===== src/rtl/boot_ovl_pkg.sv =====
package boot_ovl_pkg;
  // True when block index blk lies in [base, base+count).
  function automatic logic blk_in_range(input int unsigned blk,
                                        input int unsigned base,
                                        input int unsigned count);
    return (blk >= base) && (blk < base + count);
  endfunction

  typedef enum logic {MAP_BOOT = 1'b0, MAP_NORMAL = 1'b1} map_e;
endpackage


===== src/rtl/ovl_window_decode.sv =====
module ovl_window_decode
  import boot_ovl_pkg::*;
#(
  parameter int unsigned HI_W        = 8,
  parameter int unsigned ROM_BASE    = 254,
  parameter int unsigned ROM_BLOCKS  = 2,
  parameter int unsigned BOOT_BLOCKS = 2,
  parameter int unsigned RAM_BLOCKS  = 128
) (
  input  logic [HI_W-1:0] addr_hi,
  input  logic            rom_dec,
  output logic            rom_hit,
  output logic            boot_hit,
  output logic            ram_hit
);
  logic [31:0] blk;
  assign blk = 32'(addr_hi);

  always_comb begin
    rom_hit  = rom_dec | blk_in_range(blk, ROM_BASE, ROM_BLOCKS);
    boot_hit = blk_in_range(blk, 0, BOOT_BLOCKS);
    ram_hit  = blk_in_range(blk, 0, RAM_BLOCKS) & ~rom_hit;
  end
endmodule


===== src/rtl/ovl_map_state.sv =====
module ovl_map_state
  import boot_ovl_pkg::*;
(
  input  logic clk,
  input  logic rst_n,
  input  logic strobe,
  input  logic rom_hit,
  output logic armed,
  output map_e map_q
);
  logic arm_evt;   // strobed ROM-window access seen this clock
  logic swap_evt;  // between bus cycles: armed switch may take effect

  assign arm_evt  = strobe & rom_hit;
  assign swap_evt = ~strobe & armed;

  always_ff @(posedge clk or negedge rst_n) begin
    if (!rst_n) begin
      armed <= 1'b0;
      map_q <= MAP_BOOT;
    end else begin
      if (arm_evt)  armed <= 1'b1;
      if (swap_evt) map_q <= MAP_NORMAL;
    end
  end

  AST_ARM_ON_HIT: assert property (@(posedge clk) disable iff (!rst_n)
    arm_evt |=> armed);
  AST_MAP_STICKY: assert property (@(posedge clk) disable iff (!rst_n)
    (map_q == MAP_NORMAL) |=> (map_q == MAP_NORMAL));
  AST_HELD_STROBE_STABLE: assert property (@(posedge clk) disable iff (!rst_n)
    (strobe && $past(strobe)) |-> $stable(map_q));
  AST_NO_ARM_IDLE: assert property (@(posedge clk) disable iff (!rst_n)
    (!armed && !strobe) |=> !armed);
endmodule


===== src/rtl/ovl_select.sv =====
module ovl_select
  import boot_ovl_pkg::*;
(
  input  logic clk,
  input  logic rst_n,
  input  logic strobe,
  input  map_e map_q,
  input  logic rom_hit,
  input  logic boot_hit,
  input  logic ram_hit,
  output logic rom_en,
  output logic ram_en
);
  logic overlay_on;
  assign overlay_on = (map_q == MAP_BOOT);

  always_comb begin
    rom_en = strobe & (rom_hit | (overlay_on & boot_hit));
    ram_en = strobe & ~overlay_on & ram_hit;
  end

  AST_BOOT_NO_RAM: assert property (@(posedge clk) disable iff (!rst_n)
    overlay_on |-> !ram_en);
  AST_IDLE_QUIET: assert property (@(posedge clk) disable iff (!rst_n)
    !strobe |-> (!rom_en && !ram_en));
  AST_EXCLUSIVE: assert property (@(posedge clk) disable iff (!rst_n)
    $onehot0({rom_en, ram_en}));
endmodule


===== src/rtl/boot_rom_overlay.sv =====
module boot_rom_overlay
  import boot_ovl_pkg::*;
#(
  parameter int unsigned HI_W        = 8,
  parameter int unsigned ROM_BLOCKS  = 2,
  parameter int unsigned BOOT_BLOCKS = 2,
  parameter int unsigned RAM_BLOCKS  = 128
) (
  input  logic            clk,
  input  logic            rst_n,
  input  logic            strobe_i,
  input  logic [HI_W-1:0] addr_hi_i,
  input  logic            rom_dec_i,
  output logic            rom_en_o,
  output logic            ram_en_o
);
  localparam int unsigned SPAN     = 1 << HI_W;
  localparam int unsigned ROM_BASE = SPAN - ROM_BLOCKS;

  logic rom_hit, boot_hit, ram_hit, armed;
  map_e map_q;

  ovl_window_decode #(
    .HI_W(HI_W), .ROM_BASE(ROM_BASE), .ROM_BLOCKS(ROM_BLOCKS),
    .BOOT_BLOCKS(BOOT_BLOCKS), .RAM_BLOCKS(RAM_BLOCKS)
  ) u_dec (
    .addr_hi(addr_hi_i), .rom_dec(rom_dec_i),
    .rom_hit(rom_hit), .boot_hit(boot_hit), .ram_hit(ram_hit)
  );

  ovl_map_state u_state (
    .clk(clk), .rst_n(rst_n), .strobe(strobe_i), .rom_hit(rom_hit),
    .armed(armed), .map_q(map_q)
  );

  ovl_select u_sel (
    .clk(clk), .rst_n(rst_n), .strobe(strobe_i), .map_q(map_q),
    .rom_hit(rom_hit), .boot_hit(boot_hit), .ram_hit(ram_hit),
    .rom_en(rom_en_o), .ram_en(ram_en_o)
  );

  AST_WINDOW_ROM: assert property (@(posedge clk) disable iff (!rst_n)
    (strobe_i && rom_hit) |-> (rom_en_o && !ram_en_o));
  AST_SWITCH_NEEDS_ARM: assert property (@(posedge clk) disable iff (!rst_n)
    $rose(map_q == MAP_NORMAL) |-> $past(armed));
endmodule


===== config.mk =====
export PLATFORM = sky130hd
export DESIGN_NAME = boot_rom_overlay
export DESIGN_NICKNAME = d
export VERILOG_FILES = /design/src/rtl/boot_ovl_pkg.sv /design/src/rtl/ovl_window_decode.sv /design/src/rtl/ovl_map_state.sv /design/src/rtl/ovl_select.sv /design/src/rtl/boot_rom_overlay.sv
export SDC_FILE = /design/constraint.sdc
export NUM_CORES = 1
export LEC_CHECK = 0
export CAP_MARGIN = 20
export CORE_AREA = 2 2 39 41
export CTS_CLUSTER_DIAMETER = 200
export CTS_CLUSTER_SIZE = 40
export DETAILED_ROUTE_END_ITERATION = 6
export DIE_AREA = 0 0 41 43
export DONT_BUFFER_PORTS = 1
export SYNTH_ARGS = -nofsm -noshare
export SYNTH_HDL_FRONTEND = slang
export SYNTH_SLANG_ARGS = --single-unit

===== constraint.sdc =====
create_clock -name clk -period 1 [get_ports clk]
set_clock_uncertainty 0.15 [all_clocks]
set_input_delay 0.1 -clock clk [delete_from_list [all_inputs] [get_ports clk]]
set_output_delay 0.1 -clock clk [all_outputs]
set_load 0.02 [all_outputs]

# After elaboration in Yosys (flattened, before gate mapping)
# Cells that the tools add are included.
[classes]
order_cmp = 5
bitwise = 12
n_reduce_logical = 3
[op_table]
columns = ["cell", "count"]
rows = [
  ["less-than comparator 8 x 9 -> 1 bit, second input constant", 1],
  [">= comparator 8 x 1 -> 1 bit, second input constant", 1],
  [">= comparator 8 bit, second input constant", 1],
  ["less-than comparator 8 x 2 -> 1 bit, second input constant", 1],
  ["less-than comparator 8 bit, second input constant", 1],
  ["bitwise AND 1 bit", 7],
  ["logical AND 1 bit", 3],
  ["NOT 1 bit", 3],
  ["bitwise OR 1 bit", 2],
]
[totals]
reg_bits = 2
out_inout_bits = 2
word_cells = 22

# Logic depth before layout (Yosys ltp)
[logic_depth]
word_depth = 6
ltp_mapped = 3

# Cells and area by module
# Synthesis repeated with hierarchy kept, for this count alone.
[hier_totals]
hier_cells = 14
area_unflattened_um2 = 132.6
[by_module_without_submodules]
columns = ["module", "n_inst", "cells_per_inst", "area_each_um2", "seq_area_each_um2"]
rows = [
  ["ovl_map_state", 1, 5, 70.1, 50.0],
  ["ovl_window_decode", 1, 6, 42.5, 0.0],
  ["ovl_select", 1, 3, 20.0, 0.0],
]

# Least setup slack after synthesis
# Ideal clock, no wire load.
[synth_timing]
kind = "register to output"
startpoint = "register u_state.map_q"
endpoint = "output port ram_en_o"
t_arrival_ps = 799
required_ps = 750
setup_slack_ps = -49
stages_incl_launch_ff = 2
n_path_buf = 0
cell_sequence = "dfrtp_1 > nor4b_2"
[synth_between]
elab_chain_len = 2
[synth_rtl]
columns = ["item", "line_no", "text"]
rows = [
  ["from (decl)", "ovl_map_state.sv:9", "output map_e map_q"],
  ["from (signal assigned)", "ovl_map_state.sv:20", "map_q <= MAP_BOOT;"],
  ["from (signal assigned)", "ovl_map_state.sv:23", "if (swap_evt) map_q <= MAP_NORMAL;"],
  ["bitwise AND 1 bit (2 in a row)", "ovl_select.sv:19", "ram_en = strobe & ~overlay_on & ram_hit;"],
  ["to (decl)", "boot_rom_overlay.sv:15", "output logic ram_en_o"],
]
# No other way between the ends.

# Final worst setup path
[layout_timing]
startpoint = "register u_state.map_q"
endpoint = "output port rom_en_o"
[layout_between]
elab_chain_len = 4
[layout_rtl]
columns = ["item", "line_no", "text"]
rows = [
  ["NOT 1 bit", "ovl_select.sv:15", "assign overlay_on = (map_q == MAP_BOOT);"],
  ["bitwise AND 1 bit", "ovl_select.sv:18", "rom_en = strobe & (rom_hit | (overlay_on & boot_hit));"],
  ["bitwise OR 1 bit", "ovl_select.sv:18", ""],
  ["bitwise AND 1 bit", "ovl_select.sv:18", ""],
  ["to (decl)", "boot_rom_overlay.sv:14", "output logic rom_en_o,"],
]
# No other way between the ends.

==> qor.csv <==
metric;value;unit
outcome;finished, violations left;
failing checks;setup timing;
CP max FO;3;
via count;142;
vias in the first global route;158;
Critical-path top delay cell;dfrtp_1;
P_leak;0.0929;nW
GR Layer Usage met1;5.45;%
Post-route DRC;0;
drt wl/cell;8.74;um
Slew Viols, Final;0;
largest net degree at the start of global routing;5;
# port buffers;0;
Routed Antenna Nets;0;
share of cells above drive strength 1;31.8;%
final wirelength;332;um
Rows;14;
Root Buffer Master;clkbuf_4;
first-pass GRT wire length;586;um
Max clock buf depth;2;
Synth area leader;dfrtp_1;
initial antenna violation count;0;
commonest cells in the netlist;dfrtp_1, inv_1, nand4_1;
Yosys top cell area share;37.0;%
antenna cell count;0;
crit end category;output pin;
vias per std cell;3.74;
CP peak stage delay;390;ps
Pwr Density;1250;nW/um2
crit path time final;1320;ps
Post-synth EDFFs;0;
Synth Cell Area;135;um2
final setup violation count;2;
Worst slew margin;86.0;%
clock slew at reported path FFs;30;ps
setup ws final;-319;ps
Worst-Margin Slew;208;ps
startpoint type of the worst setup path;flip-flop;
CTS buffer count;3;
worst vdd ir;0.292;mV
initial detailed-routing violation count;4;
insertion delay to the later sink of the worst-skew pair;220;ps
GR Layer Usage met2;6.25;%
cts repair resizes;0;
aggregate global routing overflow;0;
Die H;43;um
Hold Vio Cnt, Final;0;
flops & latches, synth;2;
CTS tree;built;
CTS H-tree depth;1;
core footprint;1380;um2
required time worst endpoint;750;ps
Initial Util;9.76;%
Mapped Avg Cell Area;9.65;um2
Die ar.;1760;um2
pre-CTS setup slack;-99.1;ps
RSZ-0062 raised after global routing;true;
synth warn;0;
Sink Count;2;
Synth Net Count;26;
Worst EP arrival;1070;ps
GPL Wtd Cong;0.512;
Ports;14;
Hold WC Path Type;in2reg;
sequential area share after synthesis;37.0;%
M3 GR Usage;3.14;%
max frequency;758;MHz
Tot Pwr;0.289;mW
ys async rst share;100;%
share of the clock period used by the worst path;132;%
synth top area cells;dfrtp_1, nor4b_2, nand4_1;
max-cap viol count;0;
Top FF cell, synth;dfrtp_1;
# nets final;36;
Synth cell types;11;
drt pass-1 iters;4;
Filler cells;154;
gr usage total;5.52;%
chain of cells forming the critical path;nor4_2 > a41o_1;
Cells after Synth;14;
Die W;41;um
global route hottest layer;met4;
WS Path Type;reg2out;
Area Overhead vs Synth;71.3;%
==> layout make-up <==
class | instances | area (um2) | area share (%)
well taps | 16 | 20.0 | 8.65
repair buffers | 5 | 45.0 | 19.5
clock buffers | 3 | 22.5 | 9.73
flip-flops and latches | 2 | 50.0 | 21.6
inverters | 2 | 7.51 | 3.24
multi-input cells | 10 | 86.3 | 37.3
==> sequential cells by signal, summed over array words and instances (netlist names) <==
| name | flops |
|---|---|
| u_state.armed | 1 |
| u_state.map_q | 1 |
==> cell families (layout without fill, tap and decap cells) <==
group	Yosys count	after routing	share of synthesized area, %
simple gates	7	7	40.7
compound gates	3	3	16.7
flops	2	2	37.0
buf+inv	2	10	5.56
==> worst max-delay path: cells and delay by family, from the launching register on <==
kind            cells  cell delay [ps]
compound gates      1              300
flops               1              390
simple gates        1              150
==> report_power, final <==
group / switching (mW) / internal [mW] / leakage (nW) / total (mW)
Clock: 0.0436 / 0.132 / 0.0138 / 0.176
Combinational: 0.0137 / 0.0176 / 0.0616 / 0.0313
Sequential: 0.0000000291 / 0.0816 / 0.0175 / 0.0816
==> layout by cell type (no fill, tap or decap), drive strengths merged, types with 2 or more instances in the layout <==
cell type / synthesis / routed
dfrtp: 2 / 2
buf: 0 / 2
clkbuf: 0 / 3
inv: 2 / 2
dlygate4sd3: 0 / 3
nand4: 2 / 2
==> worst paths after layout <==
path,to,depth (start not counted),slack (ps),startpoint
worst max register to register,u_state.map_q,2,70,u_state.map_q
min in group asynchronous,u_state.map_q,2,500,rst_n
worst min-delay path,u_state.armed,3,8,rom_dec_i
worst min register to register,u_state.armed,1,310,u_state.armed
max in group asynchronous,u_state.armed,2,80,rst_n
worst max-delay path,rom_en_o,2,-320,u_state.map_q
==> through the flow <==
stage	cells	util, %	hold WS, ps	setup TNS, ps	instance area [um2]
3_3_place_gp	31	12.4	-346	-98.3	171
3_5_place_dp	31	12.4	-346	-110	171
6_report	38	16.7	7.96	-535	231
2_1_floorplan	14	-	-346	-34.2	144
4_1_cts	37	16.2	-2.66	-598	224
5_1_grt	38	16.7	32.5	-647	231
==> per-layer routing <==
metal / vias to the layer above / wire length, um
met1: 66 / 137
li1: 72 / -
met3: 0 / 33
met4: 0 / 0
met5: - / 0
met2: 4 / 161
==> repair_timing <==
action,4_1_cts,5_1_grt
endpoints found under the hold margin,4,0
setup buffers,0,1
endpoints found under the setup margin,2,2
hold buffers,3,0
Note: power is estimated with default switching activity, not from simulation.
